## config.mk

```make
export PLATFORM = sky130hd
export DESIGN_NAME = uart_txq_top
export DESIGN_NICKNAME = d
export VERILOG_FILES = /design/src/rtl/uart_txq_pkg.sv /design/src/rtl/txq_fifo.sv /design/src/rtl/txq_shifter.sv /design/src/rtl/txq_irq.sv /design/src/rtl/uart_txq_top.sv
export SDC_FILE = /design/constraint.sdc
export NUM_CORES = 1
export LEC_CHECK = 0
export BUFFER_PORTS_ARGS = -buffer_cell sky130_fd_sc_hd__buf_2
export CAP_MARGIN = 20
export CORE_MARGIN = 2
export CORE_UTILIZATION = 50
export DETAILED_ROUTE_END_ITERATION = 16
export PLACE_DENSITY = 0.67
export SYNTH_ARGS = -nofsm -noshare
export SYNTH_HDL_FRONTEND = slang
export SYNTH_SLANG_ARGS = --single-unit
```

## constraint.sdc

```tcl
create_clock -name clk -period 3.8 [get_ports clk]
set_input_delay 0.57 -clock clk [delete_from_list [all_inputs] [get_ports clk]]
set_output_delay 0.57 -clock clk [all_outputs]
set_load 0.03 [all_outputs]
```

## src/rtl/uart_txq_pkg.sv

```systemverilog
package uart_txq_pkg;
   localparam int STAT_OVF  = 1;
   localparam int STAT_HOLD = 5;
   localparam int STAT_IDLE = 6;
   localparam int STAT_W    = 8;
endpackage

```

## src/rtl/txq_fifo.sv

```systemverilog
module txq_fifo #(
   parameter int W     = 8,
   parameter int DEPTH = 16
) (
   input  logic                       clk,
   input  logic                       rst_n,
   input  logic                       push,
   input  logic [W-1:0]               din,
   input  logic                       pop,
   output logic [W-1:0]               dout,
   output logic [$clog2(DEPTH):0]     count,
   output logic                       full,
   output logic                       empty
);
   localparam int AW = $clog2(DEPTH);

   generate
      if (DEPTH < 2 || (1 << AW) != DEPTH) begin : g_bad_depth
         $error("txq_fifo: DEPTH must be a power of two, at least 2");
      end
   endgenerate

   logic [W-1:0]  mem [DEPTH];
   logic [AW-1:0] wptr, rptr;
   logic          do_push;

   assign full    = (count == DEPTH[AW:0]);
   assign empty   = (count == '0);
   assign do_push = push && !full;
   assign dout    = mem[rptr];

   always_ff @(posedge clk) begin
      if (do_push) mem[wptr] <= din;
   end

   always_ff @(posedge clk or negedge rst_n) begin
      if (!rst_n) begin
         wptr  <= '0;
         rptr  <= '0;
         count <= '0;
      end else begin
         if (do_push) wptr <= wptr + 1'b1;
         if (pop)     rptr <= rptr + 1'b1;
         case ({do_push, pop})
            2'b10:   count <= count + 1'b1;
            2'b01:   count <= count - 1'b1;
            default: count <= count;
         endcase
      end
   end

   AST_FIFO_BOUND: assert property (@(posedge clk) disable iff (!rst_n)
      count <= DEPTH[AW:0]);
   AST_POP_NONEMPTY: assert property (@(posedge clk) disable iff (!rst_n)
      pop |-> !empty);
endmodule

```

## src/rtl/txq_shifter.sv

```systemverilog
module txq_shifter #(
   parameter int W = 8
) (
   input  logic         clk,
   input  logic         rst_n,
   input  logic         tick,
   input  logic         have,
   input  logic [W-1:0] din,
   output logic         take,
   output logic         busy,
   output logic         txd
);
   localparam int FRAME = W + 2;
   localparam int CW    = $clog2(FRAME + 1);

   generate
      if (W < 5) begin : g_bad_width
         $error("txq_shifter: W must be at least 5");
      end
   endgenerate

   logic [FRAME-1:0] sh;
   logic [CW-1:0]    sent;

   assign take = !busy && have;
   assign txd  = sh[0];

   always_ff @(posedge clk or negedge rst_n) begin
      if (!rst_n) begin
         sh   <= '1;
         sent <= '0;
         busy <= 1'b0;
      end else if (take) begin
         sh   <= {1'b1, din, 1'b0};
         sent <= '0;
         busy <= 1'b1;
      end else if (busy && tick) begin
         sh   <= {1'b1, sh[FRAME-1:1]};
         sent <= sent + 1'b1;
         if (sent == CW'(FRAME - 1)) busy <= 1'b0;
      end
   end

   AST_IDLE_HIGH: assert property (@(posedge clk) disable iff (!rst_n)
      !busy |-> txd);
   AST_START_LOW: assert property (@(posedge clk) disable iff (!rst_n)
      take |=> (busy && !txd));
endmodule

```

## src/rtl/txq_irq.sv

```systemverilog
module txq_irq #(
   parameter int DEFER_TICKS = 10
) (
   input  logic clk,
   input  logic rst_n,
   input  logic tick,
   input  logic drain,
   input  logic multi,
   input  logic wr,
   input  logic fifo_empty,
   input  logic ack,
   output logic pending
);
   localparam int DW = (DEFER_TICKS < 1) ? 1 : $clog2(DEFER_TICKS + 1);

   logic          marker;
   logic          fire;
   logic          deferring;
   logic [DW-1:0] left;

   generate
      if (DEFER_TICKS == 0) begin : g_no_defer
         assign fire      = drain;
         assign deferring = 1'b0;
         assign left      = '0;
      end else begin : g_defer
         logic          dly_q;
         logic [DW-1:0] cnt_q;
         logic          done;
         assign done      = dly_q && tick && (cnt_q == DW'(1)) && !wr;
         assign fire      = (drain && marker) || done;
         assign deferring = dly_q;
         assign left      = cnt_q;
         always_ff @(posedge clk or negedge rst_n) begin
            if (!rst_n) begin
               dly_q <= 1'b0;
               cnt_q <= '0;
            end else if (wr) begin
               dly_q <= 1'b0;
               cnt_q <= '0;
            end else if (drain && !marker) begin
               dly_q <= 1'b1;
               cnt_q <= DW'(DEFER_TICKS);
            end else if (dly_q && tick) begin
               cnt_q <= cnt_q - 1'b1;
               if (cnt_q == DW'(1)) dly_q <= 1'b0;
            end
         end
         AST_DEFER_CANCEL: assert property (@(posedge clk) disable iff (!rst_n)
            wr |=> !dly_q);
      end
   endgenerate

   always_ff @(posedge clk or negedge rst_n) begin
      if (!rst_n) begin
         marker  <= 1'b0;
         pending <= 1'b0;
      end else begin
         if (multi)                           marker <= 1'b1;
         else if (fire || (wr && fifo_empty)) marker <= 1'b0;
         if (wr || ack)  pending <= 1'b0;
         else if (fire)  pending <= 1'b1;
      end
   end

   AST_WR_CLEARS: assert property (@(posedge clk) disable iff (!rst_n)
      (wr || ack) |=> !pending);
   AST_MULTI_NOW: assert property (@(posedge clk) disable iff (!rst_n)
      (drain && marker && !ack && !wr) |=> pending);
   AST_DEFER_RANGE: assert property (@(posedge clk) disable iff (!rst_n)
      deferring |-> (left != '0));
endmodule

```

## src/rtl/uart_txq_top.sv

```systemverilog
module uart_txq_top
   import uart_txq_pkg::*;
#(
   parameter int DEPTH       = 16,
   parameter int W           = 8,
   parameter int DEFER_TICKS = W + 2
) (
   input  logic              clk,
   input  logic              rst_n,
   input  logic              baud_tick,
   input  logic              wr_en,
   input  logic [W-1:0]      wr_data,
   input  logic              iir_rd,
   input  logic              lsr_rd,
   input  logic              irq_en,
   output logic              txd,
   output logic              irq,
   output logic [STAT_W-1:0] line_status
);
   localparam int CNTW = $clog2(DEPTH) + 1;

   logic [W-1:0]    q_dout;
   logic [CNTW-1:0] q_count;
   logic            q_full, q_empty, take, busy, drain, pending, ovf;

   txq_fifo #(.W(W), .DEPTH(DEPTH)) i_fifo (
      .clk(clk), .rst_n(rst_n), .push(wr_en), .din(wr_data), .pop(take),
      .dout(q_dout), .count(q_count), .full(q_full), .empty(q_empty));

   txq_shifter #(.W(W)) i_shift (
      .clk(clk), .rst_n(rst_n), .tick(baud_tick), .have(!q_empty),
      .din(q_dout), .take(take), .busy(busy), .txd(txd));

   assign drain = take && (q_count == CNTW'(1)) && !wr_en;

   txq_irq #(.DEFER_TICKS(DEFER_TICKS)) i_irq (
      .clk(clk), .rst_n(rst_n), .tick(baud_tick), .drain(drain),
      .multi(q_count >= CNTW'(2)), .wr(wr_en), .fifo_empty(q_empty),
      .ack(iir_rd), .pending(pending));

   always_ff @(posedge clk or negedge rst_n) begin
      if (!rst_n)                 ovf <= 1'b0;
      else if (wr_en && q_full)   ovf <= 1'b1;
      else if (lsr_rd)            ovf <= 1'b0;
   end

   always_comb begin
      line_status            = '0;
      line_status[STAT_OVF]  = ovf;
      line_status[STAT_HOLD] = q_empty;
      line_status[STAT_IDLE] = q_empty && !busy;
   end

   assign irq = pending && irq_en;

   AST_NO_OVERFLOW: assert property (@(posedge clk) disable iff (!rst_n)
      (wr_en && q_full) |=> line_status[STAT_OVF]);
   AST_DRAIN_FLAG: assert property (@(posedge clk) disable iff (!rst_n)
      drain |=> line_status[STAT_HOLD]);
endmodule

```

==> results of run 1 <==
-- cell families (layout without fill, tap and decap cells) --
logic type                 after synthesis  count (layout)
DFF                                    163             163
and+or+nand+nor                         97              97
muxes                                   47              47
buffers and inverters                   42              77
AOI/OAI and AO/OA                       36              36
xor gates and xnor gates                16              16
adders and majority gates               15              15
other                                    1               5
-- metrics by stage --
stage / setup WS [ns] / utilization [%] / instances / hold WS (ns)
2_1_floorplan: 1.34 / - / 421 / 0.274
3_3_place_gp: 1.22 / 53.6 / 599 / 0.466
3_5_place_dp: 1.10 / 53.6 / 599 / 0.491
4_1_cts: 1.08 / 57.9 / 631 / 0.236
5_1_grt: 0.824 / 58.1 / 632 / 0.283
6_report: 1.09 / 58.1 / 632 / 0.218
-- layer usage --
metal  wire, um  up-vias  part of all wire, %
met2       6290      113                   48
li1           -     1655                    -
met1       5630     1813                   43
met3       1060       14                  8.1
met5          0        -                    0
met4        159        0                  1.2
-- how the worst max path moves through the flow --
stage                  endpoint  cells past startpoint
2_1_floorplan  i_fifo.mem[0][0]                      5
5_1_grt         i_fifo.count[3]                      9
3_3_place_gp    i_fifo.count[2]                      9
6_report        i_fifo.count[4]                      9
4_1_cts         i_fifo.count[4]                      9
3_5_place_dp    i_fifo.count[4]                      9
-- flip-flops by register name, indices dropped and copies added, names as in the netlist --
signal and cells:
i_fifo.mem 128, i_shift.sh 9, i_fifo.count 5, i_fifo.rptr 4
i_fifo.wptr 4, i_irq.g_defer.cnt_q 4, i_shift.sent 4, i_irq.deferring 1
i_irq.marker 1, i_irq.pending 1, i_shift.busy 1, ovf 1
-- layout make-up --
cell class	count	area, um^2
multi-input cells	216	1980
clock inverters	15	149
clock buffers	17	425
repair buffers	30	190
well taps	176	220
flip-flops and latches	163	4730
inverters	15	56.3
fillers	1031	5600
-- cells in the final DEF (no fill, tap or decap), types with 4 or more instances in the layout --
cell type,n
sky130_fd_sc_hd__buf_4,10
sky130_fd_sc_hd__nand3_1,8
sky130_fd_sc_hd__inv_6,4
sky130_fd_sc_hd__nor2b_1,4
sky130_fd_sc_hd__dfrtp_1,25
sky130_fd_sc_hd__a21oi_1,6
sky130_fd_sc_hd__nor3_1,9
sky130_fd_sc_hd__dfstp_2,9
sky130_fd_sc_hd__clkinv_4,4
sky130_fd_sc_hd__nor4_1,5
sky130_fd_sc_hd__ha_1,15
sky130_fd_sc_hd__inv_1,14
sky130_fd_sc_hd__xnor2_1,10
sky130_fd_sc_hd__nand2_1,23
sky130_fd_sc_hd__o21ai_1,5
sky130_fd_sc_hd__clkbuf_16,17
sky130_fd_sc_hd__buf_2,19
sky130_fd_sc_hd__a221oi_1,4
sky130_fd_sc_hd__and2_1,10
sky130_fd_sc_hd__mux2i_1,12
sky130_fd_sc_hd__xor2_1,6
sky130_fd_sc_hd__o21ai_0,8
sky130_fd_sc_hd__edfxtp_1,128
sky130_fd_sc_hd__and3_1,9
sky130_fd_sc_hd__nor2_1,16
sky130_fd_sc_hd__mux2_2,7
sky130_fd_sc_hd__conb_1,5
sky130_fd_sc_hd__mux4_2,15
sky130_fd_sc_hd__mux4_1,13
-- power groups by stage --
stage	Sequential (mW)	Clock, mW	Combinational (mW)
2_1_floorplan	2.35	0	0.905
6_report	2.45	1.65	1.09
5_1_grt	2.48	1.75	1.20
3_3_place_gp	2.51	0	1.01
3_5_place_dp	2.53	0	1.04
4_1_cts	2.49	1.67	1.05
-- worst max-delay path, delay by kind of cell (launching register included) --
family,cells,cell delay (ns)
adders and majority gates,2,0.58
and+or+nand+nor,3,0.89
xor gates and xnor gates,1,0.16
buffers and inverters,2,0.40
DFF,1,0.43
AOI/OAI and AO/OA,1,0.17
==> impl_metrics.toml, run 1 <==
[cells_and_area]
final_cell_area_mm2 = 0.00775
antenna_cells = 0
syn_to_layout_area_delta_pct = 12.1
fraction_of_layout_instances_using_a_drive_strength_above_1_pct = 21.5
fin_nets = 473

[die]
die_area_mm2 = 0.0148
fp-row-count = 42
core_mm2 = 0.0133
die-width_um = 122
fp.dieH_um = 122
design.portCount = 25
start_util_pct = 51.8

[setup_path]
timing.reg2reg.worst_path_depth = 9
regToRegStartpoint = "i_fifo.count[0]"
critical_path_peak_fanout = 13
timing.critical_path.cells = "inv_1, ha_1, nor4b_2, or2_2, inv_1, ha_1, nand4b_1, a21oi_1, xor2_1"
crit_path_start = "i_fifo.count[0]"
crit_slowest_cell = "sky130_fd_sc_hd__dfrtp_1"
data_arrival_time_of_the_worst_path_ns = 3.06
setup.worst_path.start_class = "flop"
worst_path_max_stage_delay_ns = 0.43
setup.reg_to_reg.worst_slack_ns = 1.09
r2r_end = "i_fifo.count[4]"
crit_type = "flop to flop"
worstPathRequired_ns = 4.15
critPathCaptureType = "flop"

[routing]
route.vias.total = 3595
wirelength_um = 13100
avgViaCountPerCell = 5.69
first_iter_violations = 380
routed_wire_length_per_instance_um = 20.8
detailedRoute.firstPassIterationCount = 5
drt.antenna.violating_nets = 0
drt_drc_violations_left = 0

[yosys]
synth_top_area_share_pct = 55.6
synth_top_family_by_area = "multiplexers"
synth_simple_gate_area_share_pct = 7.33
netlist.top_cell.by_area = "sky130_fd_sc_hd__edfxtp_1"
syn_avg_cell_area_um2 = 16.6
synth_unique_cells = 49
yosys.area_share.xor_xnor_pct = 2.03
synthMuxAreaShare_pct = 12.7
synth_area_leaders = "sky130_fd_sc_hd__edfxtp_1 (56%), sky130_fd_sc_hd__dfrtp_1 (9.4%), sky130_fd_sc_hd__mux4_1 (4.9%)"
proportion_of_synthesized_chip_area_in_sequential_cells_pct = 68.4
synth-main-ff-cell = "sky130_fd_sc_hd__edfxtp_1"
postSynthRegisterBits = 163
synth_common_cells = "sky130_fd_sc_hd__edfxtp_1 (128), sky130_fd_sc_hd__dfrtp_1 (26), sky130_fd_sc_hd__nand2_1 (23)"
adder_cell_area_share_of_the_yosys_netlist_pct = 2.72
number_of_enable_flip_flop_cells_after_synthesis = 128
post-synth-top-count-cell = "sky130_fd_sc_hd__edfxtp_1"
ys.warnings.count = 0
synth_compound_gate_area_share_pct = 3.57
synth.cell_area_mm2 = 0.00691
syn-instance-count = 417
asyncSetResetFlopFracSynth_pct = 21.5

[global_routing]
antenna_violations_before_repair = 0
groute.layer.met1.usage_pct = 27.5
grt-busiest-layer = "met2"
globalRouteTotalUtil_pct = 19.6
grt_max_degree = 41
grt_util_met3_pct = 5.52
grt_overflow_total = 0
global_route.usage.met2_pct = 30.3
number_of_global_route_vias_before_repair = 3618
grt_pass1_wl_um = 20600

[clocking]
clk_pin_slew_worst_paths_ns = 0.07
clock_insertion_delay_worst_skew_ns = 0.43
cts_setup_buffers = 0
numCtsBuffers = 17
cts_max_path_buffers = 2
cts_resized = 0
cts_max_level = 4
cts_tree = "yes"
cts_sinks = 163
cts_hold_buf = 0
clock-root-buffer = "sky130_fd_sc_hd__clkbuf_16"

[sta]
rsz_0062_raised_after_global_routing = "false"
worstMarginPinSlew_ns = 0.861
slew_headroom_pct = 42.4
period_utilisation_layout_pct = 71.4
setup_viol_count_final = 0
timing.fmax_ghz = 0.369
report.final.slew_viol_count = 0
finalHoldViolations = 0
finalClockSkew_ns = 0.0115
finalCriticalPeriod_ns = 2.71
finalSetupTns_ns = 0

[run_status]
status = "finished clean"

[power]
proportion_of_power_drawn_by_flip_flops_and_latches_pct = 47.2
p_int_mw = 3.64
power_leakage_nw = 2.75
comb_power_share_pct = 21.1
ratio_of_total_power_to_cell_area_mw_per_mm2 = 670
clock_power_share_pct = 31.8
ir_drop_mv = 0.557
total_power_mw = 5.19
switching_share_pct = 29.8
sw_pwr_mw = 1.55

[placed_design]
placed_cell_area_mm2 = 0.00716
place_hpwl_um = 8510
routabilityCongestion = 0.753
io_buffer_count = 19

[min_path]
worstHoldPathType = "input pin to async pin"

[run]
drv.max_cap_violation_count = 0
Power figures use the tool's default switching activity.
==> inputs of run 2 (changes only) <==
==> constraint.sdc (replaced) <==
create_clock -name clk -period 2.7 [get_ports clk]
set_input_delay 0.405 -clock clk [delete_from_list [all_inputs] [get_ports clk]]
set_output_delay 0.405 -clock clk [all_outputs]
set_load 0.03 [all_outputs]
==> run 2 against run 1 <==
Worst hold slack worse by 0.14 ns. Die area unchanged. Sequential power up 40%. Utilization up 0.24 points. Sequential share of layout area down 0.26 points. Setup slack worse by 0.89 ns. Sequential cell count unchanged. Non-clock buffer count up 7. Power up 40%. First-iteration DRC count down 14%. Critical path type is now flop to primary output. Largest cell class unchanged. Highest routed layer unchanged.
==> impl_metrics.toml, run 2 (same netlist as run 1, synthesis figures left out) <==
[cells_and_area]
area.sequential_mm2 = 0.00473
fin_nets = 480
antenna_cells = 0
max_ffs_per_register = 128
layout_top_registers = "i_fifo.mem x128, i_shift.sh x9, i_fifo.count x5"
syn_to_layout_area_delta_pct = 12.6
fraction_of_layout_instances_using_a_drive_strength_above_1_pct = 22.2
mostFrequentLayoutCell = "sky130_fd_sc_hd__edfxtp_1"
multi_input_area_mm2 = 0.00198
top_register = "i_fifo.mem"
n_fill_cell = 991
top_library_cells_by_usage_in_the_layout_fill_and_taps_aside = "sky130_fd_sc_hd__edfxtp_1 (128), sky130_fd_sc_hd__dfrtp_1 (25), sky130_fd_sc_hd__nand2_1 (23), sky130_fd_sc_hd__buf_2 (19)"

[setup_path]
data_arrival_time_of_the_worst_path_ns = 2.10
crit_path_start = "i_fifo.count[0]"
timing.critical_path.cells = "inv_1, ha_1, nor4b_2, buf_4, nor2b_1, buf_2"
setup.worst_path.start_class = "flop"
crit_slowest_cell = "sky130_fd_sc_hd__dfrtp_1"
worstPathRequired_ns = 2.30
regToRegStartpoint = "i_fifo.count[0]"
critPathCaptureType = "primary output"
critical_path_peak_fanout = 5
crit_type = "flop to primary output"
worst_path_max_stage_delay_ns = 0.44

[die]
start_util_pct = 51.8
die-width_um = 122
design.portCount = 25
core_mm2 = 0.0133
fp.dieH_um = 122
fp-row-count = 42
die_area_mm2 = 0.0148

[power]
clock_power_share_pct = 31.0
power_leakage_nw = 2.78
p_int_mw = 5.16
proportion_of_power_drawn_by_flip_flops_and_latches_pct = 47.0
ir_drop_mv = 0.900
sw_pwr_mw = 2.11
comb_power_share_pct = 22.0
total_power_mw = 7.27
ratio_of_total_power_to_cell_area_mw_per_mm2 = 934
switching_share_pct = 29.0

[clocking]
clk_pin_slew_worst_paths_ns = 0.06
cts_max_path_buffers = 2
clock-root-buffer = "sky130_fd_sc_hd__clkbuf_16"
cts_setup_buffers = 0
numCtsBuffers = 17
cts_max_level = 4
clock_insertion_delay_worst_skew_ns = 0.42
cts_hold_buf = 0
cts_sinks = 163
cts_resized = 0
cts_tree = "yes"

[sta]
rsz_0062_raised_after_global_routing = "false"
finalHoldViolations = 0
timing.fmax_ghz = 0.400
fin_hold_ws_ns = 0.0803
setup_slack_ns = 0.198
finalCriticalPeriod_ns = 2.50
report.final.slew_viol_count = 0
worstMarginPinSlew_ns = 0.986
slew_headroom_pct = 34.3
finalClockSkew_ns = 0.0106
setup_viol_count_final = 0
finalSetupTns_ns = 0
period_utilisation_layout_pct = 92.7

[global_routing]
grt_pass1_wl_um = 20900
global_route.usage.met2_pct = 30.1
globalRouteTotalUtil_pct = 19.6
groute.layer.met1.usage_pct = 28.0
grt_util_met3_pct = 5.20
grt_overflow_total = 0
grt_max_degree = 36
antenna_violations_before_repair = 0
grt-busiest-layer = "met2"
number_of_global_route_vias_before_repair = 3646

[routing]
wirelength_um = 13500
drt_drc_violations_left = 0
first_iter_violations = 328
route.vias.total = 3676
detailedRoute.firstPassIterationCount = 5
avgViaCountPerCell = 5.75
routed_wire_length_per_instance_um = 21.1
drt.antenna.violating_nets = 0

[run_status]
status = "finished clean"

[min_path]
worstHoldPathType = "input pin to async pin"

[placed_design]
io_buffer_count = 19
place_ws_ns = 0.316
place_hpwl_um = 8870
routabilityCongestion = 0.852

[run]
drv.max_cap_violation_count = 0
[run 2: per-layer routing]
metal / wire, um / up-vias
li1: - / 1669
met1: 6300 / 1883
met2: 6320 / 107
met3: 670 / 17
met4: 189 / 0
met5: 0 / -
[run 2: power groups by stage]
stage          combinational, mW  clock (mW)  sequential, mW
2_1_floorplan               1.27           0            3.31
3_3_place_gp                1.57           0            3.45
3_5_place_dp                1.60           0            3.46
4_1_cts                     1.61        2.30            3.42
5_1_grt                     1.74        2.40            3.46
6_report                    1.60        2.25            3.42
[run 2: final timing paths]
path | cells after the start | to | slack [ns]
min in group clk | 2 | i_irq.pending | 0.15
max reg2reg | 6 | i_fifo.mem[9][5] | 0.29
min | 1 | i_irq.g_defer.cnt_q[1] | 0.08
max in group asynchronous | 1 | i_fifo.rptr[1] | 2.05
max | 6 | line_status[6] | 0.20
min reg2reg | 2 | i_shift.sh[0] | 0.48
[run 2: per-stage QoR]
stage               area (um^2)  utilization [%]  std cells
finish                     7780             58.3        639
detailed placement         7230             54.2        607
CTS                        7780             58.3        639
global placement           7230             54.2        607
floorplan                  6930                -        421
global route               7780             58.3        639
[run 2: cell type report]
| cell class | instances | share of cell area (%) |
|---|---|---|
| clock buffer | 21 | 5.79 |
| clock inverter | 11 | 1.33 |
| inverter | 15 | 0.723 |
| multi-input combinational | 216 | 25.4 |
| sequential | 163 | 60.8 |
| tap | 176 | 2.83 |
| timing repair buffer | 37 | 3.12 |
[run 2: worst max-delay path, delay by kind of cell, from the launching register on]
kind	cells	cell delay, ns
flip-flops	1	0.44
buffers and inverters	3	0.55
adder cells (fa/ha/maj)	1	0.25
AND/OR/NAND/NOR	2	0.44
